--- src/rtl/xsram_pkg.sv ---
package xsram_pkg;

  typedef enum logic [2:0] {
    ST_IDLE = 3'd0,
    ST_GAP  = 3'd1,
    ST_WSET = 3'd2,
    ST_WPUL = 3'd3,
    ST_WREC = 3'd4,
    ST_READ = 3'd5
  } seq_state_t;

  typedef struct packed {
    logic ce_n;
    logic oe_n;
    logic rw;
    logic dq_oe;
  } strobe_t;

  // Pin levels for each sequencer state.
  function automatic strobe_t strobe_of(seq_state_t s);
    strobe_t r;
    r = '{ce_n: 1'b1, oe_n: 1'b1, rw: 1'b1, dq_oe: 1'b0};
    case (s)
      ST_WSET: r.ce_n = 1'b0;
      ST_WPUL: begin r.ce_n = 1'b0; r.rw = 1'b0; r.dq_oe = 1'b1; end
      ST_WREC: r.ce_n = 1'b0;
      ST_READ: begin r.ce_n = 1'b0; r.oe_n = 1'b0; end
      default: ;
    endcase
    return r;
  endfunction

endpackage

--- src/rtl/xsram_timer.sv ---
module xsram_timer #(
  parameter int CNT_W = 2
) (
  input  logic             clk,
  input  logic             rst,
  input  logic             load,
  input  logic [CNT_W-1:0] load_val,
  output logic             done
);

  logic [CNT_W-1:0] cnt;

  always_ff @(posedge clk) begin
    if (rst)               cnt <= '0;
    else if (load)         cnt <= load_val;
    else if (cnt != '0)    cnt <= cnt - 1'b1;
  end

  assign done = (cnt == '0);

endmodule

--- src/rtl/xsram_seq.sv ---
module xsram_seq
  import xsram_pkg::*;
#(
  parameter int RD_CYC   = 4,
  parameter int WSET_CYC = 1,
  parameter int WPUL_CYC = 3,
  parameter int WREC_CYC = 1,
  parameter int TURN_CYC = 2
) (
  input  logic clk,
  input  logic rst,
  input  logic accept,
  input  logic acc_write,
  output logic req_ready,
  output logic sram_ce_n,
  output logic sram_oe_n,
  output logic sram_rw,
  output logic sram_dq_oe,
  output logic capture
);

  localparam int MAX_A = (RD_CYC > WPUL_CYC) ? RD_CYC : WPUL_CYC;
  localparam int MAX_B = (WSET_CYC > WREC_CYC) ? WSET_CYC : WREC_CYC;
  localparam int MAXD  = (MAX_A > MAX_B) ? MAX_A : MAX_B;
  localparam int CNT_W = (MAXD > 1) ? $clog2(MAXD) : 1;
  localparam int RUN_W = $clog2(MAXD + 2);
  localparam int GAP_W = $clog2(TURN_CYC + 2);

  seq_state_t       state, nxt;
  strobe_t          stb;
  logic             tmr_done, tmr_load, gap_ok;
  logic [CNT_W-1:0] tmr_val;
  logic [GAP_W-1:0] gap_cnt;

  // Idle cycles seen since the last read strobe, counting the current one.
  assign gap_ok = (gap_cnt + GAP_W'(1)) >= GAP_W'(TURN_CYC);

  always_comb begin
    nxt = state;
    case (state)
      ST_IDLE: if (accept) nxt = acc_write ? (gap_ok ? ST_WSET : ST_GAP) : ST_READ;
      ST_GAP:  if (gap_ok)   nxt = ST_WSET;
      ST_WSET: if (tmr_done) nxt = ST_WPUL;
      ST_WPUL: if (tmr_done) nxt = ST_WREC;
      ST_WREC: if (tmr_done) nxt = ST_IDLE;
      ST_READ: if (tmr_done) nxt = ST_IDLE;
      default: nxt = ST_IDLE;
    endcase
  end

  always_comb begin
    tmr_val = '0;
    case (nxt)
      ST_WSET: tmr_val = CNT_W'(WSET_CYC - 1);
      ST_WPUL: tmr_val = CNT_W'(WPUL_CYC - 1);
      ST_WREC: tmr_val = CNT_W'(WREC_CYC - 1);
      ST_READ: tmr_val = CNT_W'(RD_CYC - 1);
      default: tmr_val = '0;
    endcase
  end

  assign tmr_load = (nxt != state);

  xsram_timer #(.CNT_W(CNT_W)) u_timer (
    .clk      (clk),
    .rst      (rst),
    .load     (tmr_load),
    .load_val (tmr_val),
    .done     (tmr_done)
  );

  assign stb = strobe_of(nxt);

  always_ff @(posedge clk) begin
    if (rst) begin
      state      <= ST_IDLE;
      req_ready  <= 1'b1;
      sram_ce_n  <= 1'b1;
      sram_oe_n  <= 1'b1;
      sram_rw    <= 1'b1;
      sram_dq_oe <= 1'b0;
      gap_cnt    <= GAP_W'(TURN_CYC);
    end else begin
      state      <= nxt;
      req_ready  <= (nxt == ST_IDLE);
      sram_ce_n  <= stb.ce_n;
      sram_oe_n  <= stb.oe_n;
      sram_rw    <= stb.rw;
      sram_dq_oe <= stb.dq_oe;
      if (state == ST_READ)
        gap_cnt <= '0;
      else if ((state == ST_IDLE || state == ST_GAP) && gap_cnt < GAP_W'(TURN_CYC))
        gap_cnt <= gap_cnt + GAP_W'(1);
    end
  end

  assign capture = (state == ST_READ) && tmr_done;

  // ---------------- checks on the strobe pins ----------------
  logic [RUN_W-1:0] rd_run, wr_run;
  logic [GAP_W-1:0] hi_run;

  always_ff @(posedge clk) begin
    if (rst) begin
      rd_run <= '0;
      wr_run <= '0;
      hi_run <= GAP_W'(TURN_CYC);
    end else begin
      rd_run <= sram_oe_n ? '0 : rd_run + RUN_W'(1);
      wr_run <= sram_rw   ? '0 : wr_run + RUN_W'(1);
      if (!sram_oe_n)
        hi_run <= '0;
      else if (sram_ce_n && hi_run < GAP_W'(TURN_CYC))
        hi_run <= hi_run + GAP_W'(1);
    end
  end

  // the read strobe lasts exactly RD_CYC cycles
  assert_read_len_R2: assert property (@(posedge clk) disable iff (rst)
    $rose(sram_oe_n) |-> rd_run == RUN_W'(RD_CYC));

  // the write pulse lasts exactly WPUL_CYC cycles
  assert_wpulse_len_R4: assert property (@(posedge clk) disable iff (rst)
    $rose(sram_rw) |-> wr_run == RUN_W'(WPUL_CYC));

  // during a write pulse the memory outputs stay disabled and selected
  assert_write_oe_high_R5: assert property (@(posedge clk) disable iff (rst)
    !sram_rw |-> (sram_oe_n && !sram_ce_n));

  // enough released cycles before the data drivers turn on
  assert_turnaround_R7: assert property (@(posedge clk) disable iff (rst)
    $rose(sram_dq_oe) |-> hi_run >= GAP_W'(TURN_CYC));

  // ready only while in standby
  assert_ready_idle_R6: assert property (@(posedge clk) disable iff (rst)
    req_ready |-> sram_ce_n);

endmodule

--- src/rtl/xsram_dpath.sv ---
module xsram_dpath #(
  parameter int ADDR_W = 19,
  parameter int DATA_W = 8
) (
  input  logic              clk,
  input  logic              rst,
  input  logic              accept,
  input  logic [ADDR_W-1:0] req_addr,
  input  logic [DATA_W-1:0] req_wdata,
  input  logic              capture,
  input  logic [DATA_W-1:0] sram_dq_in,
  output logic [ADDR_W-1:0] sram_addr,
  output logic [DATA_W-1:0] sram_dq_out,
  output logic              rsp_valid,
  output logic [DATA_W-1:0] rsp_data
);

  always_ff @(posedge clk) begin
    if (rst) begin
      sram_addr   <= '0;
      sram_dq_out <= '0;
      rsp_valid   <= 1'b0;
      rsp_data    <= '0;
    end else begin
      if (accept) begin
        sram_addr   <= req_addr;
        sram_dq_out <= req_wdata;
      end
      rsp_valid <= capture;
      if (capture) rsp_data <= sram_dq_in;
    end
  end

endmodule

--- src/rtl/xsram_ctl.sv ---
module xsram_ctl #(
  parameter int ADDR_W   = 19,
  parameter int DATA_W   = 8,
  parameter int RD_CYC   = 4,
  parameter int WSET_CYC = 1,
  parameter int WPUL_CYC = 3,
  parameter int WREC_CYC = 1,
  parameter int TURN_CYC = 2
) (
  input  logic              clk,
  input  logic              rst,
  input  logic              req_valid,
  output logic              req_ready,
  input  logic              req_write,
  input  logic [ADDR_W-1:0] req_addr,
  input  logic [DATA_W-1:0] req_wdata,
  output logic              rsp_valid,
  output logic [DATA_W-1:0] rsp_data,
  output logic [ADDR_W-1:0] sram_addr,
  output logic              sram_ce_n,
  output logic              sram_oe_n,
  output logic              sram_rw,
  output logic [DATA_W-1:0] sram_dq_out,
  output logic              sram_dq_oe,
  input  logic [DATA_W-1:0] sram_dq_in
);

  logic accept, capture;

  assign accept = req_valid && req_ready;

  xsram_seq #(
    .RD_CYC   (RD_CYC),
    .WSET_CYC (WSET_CYC),
    .WPUL_CYC (WPUL_CYC),
    .WREC_CYC (WREC_CYC),
    .TURN_CYC (TURN_CYC)
  ) u_seq (
    .clk        (clk),
    .rst        (rst),
    .accept     (accept),
    .acc_write  (req_write),
    .req_ready  (req_ready),
    .sram_ce_n  (sram_ce_n),
    .sram_oe_n  (sram_oe_n),
    .sram_rw    (sram_rw),
    .sram_dq_oe (sram_dq_oe),
    .capture    (capture)
  );

  xsram_dpath #(.ADDR_W(ADDR_W), .DATA_W(DATA_W)) u_dpath (
    .clk         (clk),
    .rst         (rst),
    .accept      (accept),
    .req_addr    (req_addr),
    .req_wdata   (req_wdata),
    .capture     (capture),
    .sram_dq_in  (sram_dq_in),
    .sram_addr   (sram_addr),
    .sram_dq_out (sram_dq_out),
    .rsp_valid   (rsp_valid),
    .rsp_data    (rsp_data)
  );

  // a response follows the final read-strobe cycle and lasts one cycle
  assert_rsp_pulse_R3: assert property (@(posedge clk) disable iff (rst)
    rsp_valid |-> ($past(!sram_oe_n) && sram_oe_n));

  // address frozen while the memory is selected
  assert_addr_hold_R8: assert property (@(posedge clk) disable iff (rst)
    (!sram_ce_n && $past(!sram_ce_n)) |-> $stable(sram_addr));

  // write byte frozen while the drivers are on
  assert_wdata_hold_R5: assert property (@(posedge clk) disable iff (rst)
    (sram_dq_oe && $past(sram_dq_oe)) |-> $stable(sram_dq_out));

endmodule

--- config.mk ---
export PLATFORM = sky130hd
export DESIGN_NAME = xsram_ctl
export DESIGN_NICKNAME = d
export VERILOG_FILES = /design/src/rtl/xsram_pkg.sv /design/src/rtl/xsram_timer.sv /design/src/rtl/xsram_seq.sv /design/src/rtl/xsram_dpath.sv /design/src/rtl/xsram_ctl.sv
export SDC_FILE = /design/constraint.sdc
export NUM_CORES = 1
export LEC_CHECK = 0
export BUFFER_PORTS_ARGS = -buffer_cell sky130_fd_sc_hd__buf_2
export CAP_MARGIN = 20
export CELL_PAD_IN_SITES_DETAIL_PLACEMENT = 1
export CELL_PAD_IN_SITES_GLOBAL_PLACEMENT = 2
export CORE_ASPECT_RATIO = 0.75
export CORE_MARGIN = 2
export CORE_UTILIZATION = 25
export CTS_CLUSTER_SIZE = 25
export DETAILED_ROUTE_END_ITERATION = 10
export MAX_ROUTING_LAYER = met4
export PLACE_DENSITY_LB_ADDON = 0.1
export SKIP_LAST_GASP = 1
export SLEW_MARGIN = 0
export SYNTH_ARGS = -nofsm -noshare
export SYNTH_HDL_FRONTEND = slang
export SYNTH_SLANG_ARGS = --single-unit
export TNS_END_PERCENT = 50
--- constraint.sdc ---
create_clock -name clk -period 2.01 [get_ports clk]
set_clock_uncertainty 0.15 [all_clocks]
set_input_delay 0 -clock clk [delete_from_list [all_inputs] [get_ports clk]]
set_output_delay 0 -clock clk [all_outputs]
set_load 0.01 [all_outputs]
; ---- Word level (Yosys, flattened, before mapping)
; Cells that the tools add are included.
[totals]
ff_bits = 48
in_bits = 39
output_inout_bits = 41
elab_cells = 56
[op_classes]
muxes = 16
eq_ne = 10
reduce_logical = 13
order_cmp = 2
n_addsub = 2
[op_table]
columns = op, count
row1 = 2-to-1 mux 3 bit, 6
row2 = one-hot mux 3 bit (5 select lines), 1
row3 = "equality test 3 x 2 -> 1 bit, second input constant", 4
row4 = "equality test 3 bit, second input constant", 4
row5 = 2-to-1 mux 2 bit, 6
row6 = logical NOT 3 bit, 2
row7 = nonzero test 2 bit, 3
row8 = one-hot mux 2 bit (2 select lines), 1
row9 = OR reduction 2 bit, 2
row10 = OR reduction 4 bit, 1
row11 = "equality test 3 x 1 -> 1 bit, second input constant", 1
row12 = logical AND 1 bit, 3
row13 = inequality test 3 bit, 1
row14 = "adder 2 x 1 -> 2 bit, second input constant", 1
row15 = "greater-or-equal comparator 2 bit, second input constant", 1
row16 = logical NOT 2 bit, 1
row17 = "less-than comparator 2 bit, second input constant", 1
row18 = 2-to-1 mux 1 bit, 2
row19 = "subtractor 2 x 1 -> 2 bit, second input constant", 1
row20 = logical OR 1 bit, 1

; ---- Logic depth before layout (Yosys ltp)
[logic_depth]
depth_word = 9
depth_mapped = 8
ltp_nobuf = 7

; ---- By module
; Synthesis repeated with hierarchy kept, for this count alone.
[unflattened]
cells_unflattened = 190
hier_area_um2 = 1974.4
[by_module_without_submodules]
columns = module, cells_each, n_inst, seq_area_each_um2, area_each_um2
row1 = xsram_dpath, 115, 1, 720.7, 1287.5
row2 = xsram_seq, 62, 1, 200.2, 559.3
row3 = xsram_timer, 12, 1, 40.0, 121.4
row4 = xsram_ctl, 1, 1, 0.0, 6.3

; ---- Least setup slack after synthesis
; OpenSTA, ideal clock, no wires.
[synth_timing]
path_type = register to register
start = register u_seq.u_timer.cnt[0]
end = register u_seq.sram_oe_n
setup_ns = 0.127
setup_slack_ns = 0.350
required_time_ns = 1.733
path_buffers = 1
path_stages_with_launch = 8
t_arrival_ns = 1.383
synth_period_minus_slack_ns = 1.660
cell_sequence = dfxtp_1 -> inv_1 -> ha_1 -> buf_2 -> nand2_1 -> nor3_1 -> a221oi_4 -> or3_1
[synth_via]
elab_chain_len = 5
word_cells_on_any_way = 7
cone_classes = eq/ne: 1 / mux: 5 / reduce/logical: 1
[synth_rtl]
columns = item, line
row1 = "start, declared", xsram_timer.sv:11  ; logic [CNT_W-1:0] cnt;
row2 = "start signal, assigned", xsram_timer.sv:15  ; else if (load) cnt <= load_val;
row3 = "start signal, assigned", xsram_timer.sv:16  ; else if (cnt != '0) cnt <= cnt - 1'b1;
row4 = logical NOT 2 bit *, xsram_timer.sv:19  ; assign done = (cnt == '0);
row5 = 2-to-1 mux 3 bit (on tied branches), --
row6 = one-hot mux 3 bit (5 select lines) *, xsram_seq.sv:40  ; case (state)
row7 = equality test 3 bit *, xsram_pkg.sv:23  ; case (s)
row8 = 2-to-1 mux 1 bit *, xsram_pkg.sv:23
row9 = "end signal, assigned", xsram_seq.sv:87  ; sram_oe_n <= stb.oe_n;
row10 = "end, declared", xsram_seq.sv:16  ; output logic sram_oe_n,
; Mark *: on every way between the ends. The rest lies on a longest branch, timed or not.
; A chain may end at the register's enable or synchronous reset.

; ---- Final worst setup path
[layout_timing]
start = register u_seq.state[1]
end = register u_seq.sram_dq_oe
[layout_via]
elab_chain_len = 5
word_cells_on_any_way = 15
cone_classes = eq/ne: 6 / mux: 7 / reduce/logical: 2
[layout_rtl]
columns = item, line
row1 = "start, declared", xsram_seq.sv:29  ; seq_state_t state, nxt;
row2 = "start signal, assigned", xsram_seq.sv:84  ; state <= nxt;
row3 = equality test 3 bit, xsram_seq.sv:40
row4 = OR reduction 2 bit (no source line), --
row5 = one-hot mux 3 bit (5 select lines) *, xsram_seq.sv:40
row6 = equality test 3 x 2 -> 1 bit *, xsram_pkg.sv:23
row7 = 2-to-1 mux 2 bit *, xsram_pkg.sv:23
row8 = "end signal, assigned", xsram_seq.sv:89  ; sram_dq_oe <= stb.dq_oe;
row9 = "end, declared", xsram_seq.sv:18  ; output logic sram_dq_oe,
; Marked as above.

==> impl_metrics.json <==
{
  "nNetsFinal": 380,
  "power_mw": 2.94,
  "ioPinCount": 80,
  "core_area_sq_um": 7300,
  "worstSetupEndpointType": "flop",
  "finalHoldWorstSlack_ns": 0.146,
  "clkPwrFrac": 0.209,
  "cts.sink_count": 48,
  "maxSlewViolCount": 0,
  "p_leak_nw": 1.22,
  "crit_path_start_kind": "flop",
  "ys_top_cells_by_area": "dfxtp_1, nand2_1, a21oi_1",
  "synth_compound_area_frac": 0.188,
  "numCtsBuffers": 5,
  "drt_pass1_iterations": 4,
  "switching_share": 0.366,
  "power_density_nw_per_um2": 1050,
  "syn_to_final_growth_pct": 50.1,
  "fmax_mhz": 541,
  "synth_top_area_frac": 0.513,
  "grt_pass1_vias": 1892,
  "slew-limit-headroom": 0.419,
  "yosysUniqueCellTypes": 37,
  "synth_area_leader_cell": "dfxtp_1",
  "period_share": 0.920,
  "htreeDepth": 2,
  "rr_worst_depth": 5,
  "synth_fa_ha_area_frac": 0.00668,
  "cap_violations": 0,
  "num_antenna_cells": 0,
  "num_vias": 1877,
  "fp.dieW_um": 104,
  "clkLatencyLatePin_ns": 0.30,
  "holdPathStages": 2,
  "cts_tree": "built",
  "worstPathArrival_ns": 1.90,
  "seq_power_share": 0.422,
  "power_frac_comb": 0.368,
  "vdd_drop_max_uv": 281,
  "yosys.cell_count.top_type": "nand2_1",
  "netlist_area_sq_um": 1870,
  "setup_viol": 0,
  "synth_nets": 270,
  "totalWireLength_um": 5690,
  "muxShareOfSynthArea": 0.00601,
  "synth_common_cells": "nand2_1, dfxtp_1, a21oi_1",
  "dp_hpwl_um": 3740,
  "ant_nets": 0,
  "dr.first_iter.drc_count": 88,
  "fin_crit_ns": 1.85,
  "hold_violations": 0,
  "drc": 0,
  "synth_xor_area_frac": 0.0180,
  "synth-edff-count": 0,
  "synthSimpleGateAreaFrac": 0.218,
  "switchingPower_mw": 1.08,
  "cts_root_buffer": "clkbuf_8",
  "antenna_found_initial": 0,
  "filler_cell_count": 913,
  "grt_pass1_wl_um": 9500,
  "internal_power_mw": 1.86,
  "worstPathRequired_ns": 2.06,
  "cp_max_fo": 13,
  "rows": 27,
  "rsz0062_at_grt": "true",
  "start_util": 0.257,
  "place.gp.congestion": 0.848,
  "die_h_um": 79.0,
  "portBuffers": 79,
  "syn_inst": 230,
  "dieArea_sq_um": 8210,
  "min_path_type": "primary input to flop",
  "crit_type": "flop to flop",
  "grt_max_degree": 47,
  "layout-drive-gt1-share": 0.293,
  "synth_seq_area_share": 0.513,
  "ys_ff_latch": 48,
  "clockBufferDepth": 2,
  "wl_per_cell_um": 12.9,
  "routed_via_density": 4.25,
  "status": "completed",
  "gr-total-overflow": 0,
  "ys.flop_type": "dfxtp_1",
  "worst_pin_slew_ns": 0.872,
  "clk_pin_slew_ns": 0.10,
  "synth_top_family_by_area": "simple AND/OR/NAND/NOR gates",
  "ys_warn_count": 0,
  "synthArstFlopShare": 0,
  "syn_area_per_cell_sq_um": 8.14,
  "grt_util_all_layers": 0.148
}
==> repair_timing <==
action | 4_1_cts | 5_1_grt
hold buffers | 36 | 0
buffers inserted | 0 | 0
setup endpoints to repair | 0 | 2
hold endpoints to repair | 36 | 0
gates resized for setup | 0 | 1
==> critical path, cell delays in order, from the launching register on <==
cell	delay, ns
dfxtp_1	0.62
xnor2_1	0.22
o22ai_2	0.15
a221oi_4	0.34
nor2_2	0.07
and2_1	0.20
==> path summary, 6_finish.rpt <==
path | startpoint | to | slack [ns]
worst min register to register | u_dpath.rsp_data[2] | u_dpath.rsp_data[2] | 0.30
worst max register to register | u_seq.state[1] | u_seq.sram_dq_oe | 0.16
worst min-delay path | rst | u_seq.state[2] | 0.15
worst max-delay path | u_seq.state[1] | u_seq.sram_dq_oe | 0.16
==> through the flow <==
step                utilization  std cells  setup slack (ns)  setup TNS [ns]  instance area (sq um)
floorplan                     -        230             0.350               0                   1870
global placement          0.322        398             0.137               0                   2350
detailed placement        0.322        398             0.154               0                   2350
CTS                       0.385        442             0.128               0                   2810
global route              0.385        442          -0.00219        -0.00219                   2810
finish                    0.385        442             0.161               0                   2810
==> final cells by class <==
cell class,count,area [sq um],share of cell area
clock buffers,6,82.6,0.0294
clock inverters,2,13.8,0.00490
inverters,6,22.5,0.00801
multi-input cells,160,820,0.291
flip-flops and latches,48,961,0.342
well taps,101,126,0.0449
repair buffers,119,786,0.279
==> registers in the layout (all words and copies together) (netlist names) <==
signal / flops
u_dpath.sram_addr: 19
u_dpath.rsp_data: 8
u_dpath.sram_dq_out: 8
u_seq.state: 3
u_seq.gap_cnt: 2
u_seq.u_timer.cnt: 2
u_dpath.rsp_valid: 1
u_seq.req_ready: 1
u_seq.sram_ce_n: 1
u_seq.sram_dq_oe: 1
u_seq.sram_oe_n: 1
u_seq.sram_rw: 1
==> per-layer routing <==
| layer | vias to the layer above | wire, um | track usage |
|---|---|---|---|
| li1 | 972 | - | - |
| met1 | 849 | 2900 | 0.206 |
| met2 | 52 | 2460 | 0.218 |
| met3 | 4 | 285 | 0.0369 |
| met4 | 0 | 36 | 0.0284 |
| met5 | - | 0 | - |
==> cell usage in the layout, fill, tap and decap left out, types with 4 or more instances in the layout <==
master and instances:
dlygate4sd3_1 36, nand2_1 77, inv_1 5, buf_4 4
a21oi_1 40, dfxtp_1 48, buf_2 79, clkbuf_8 6
o21ai_0 6, nor2_1 5
==> power by group through the flow <==
stage / sequential, mW / clock, mW / combinational, mW
2_1_floorplan: 1.25 / 0 / 0.725
3_3_place_gp: 1.26 / 0 / 1.04
3_5_place_dp: 1.26 / 0 / 1.03
4_1_cts: 1.24 / 0.648 / 1.09
5_1_grt: 1.27 / 0.685 / 1.22
6_report: 1.24 / 0.616 / 1.08
==> cell families (layout without fill, tap and decap cells) <==
family,after synthesis,count (layout)
compound gates,59,59
xor+xnor,3,3
fa+ha+maj,1,1
buf+inv,22,133
flops,48,48
mux,1,1
simple gates,96,96
Note: power is estimated with default switching activity, not from simulation.
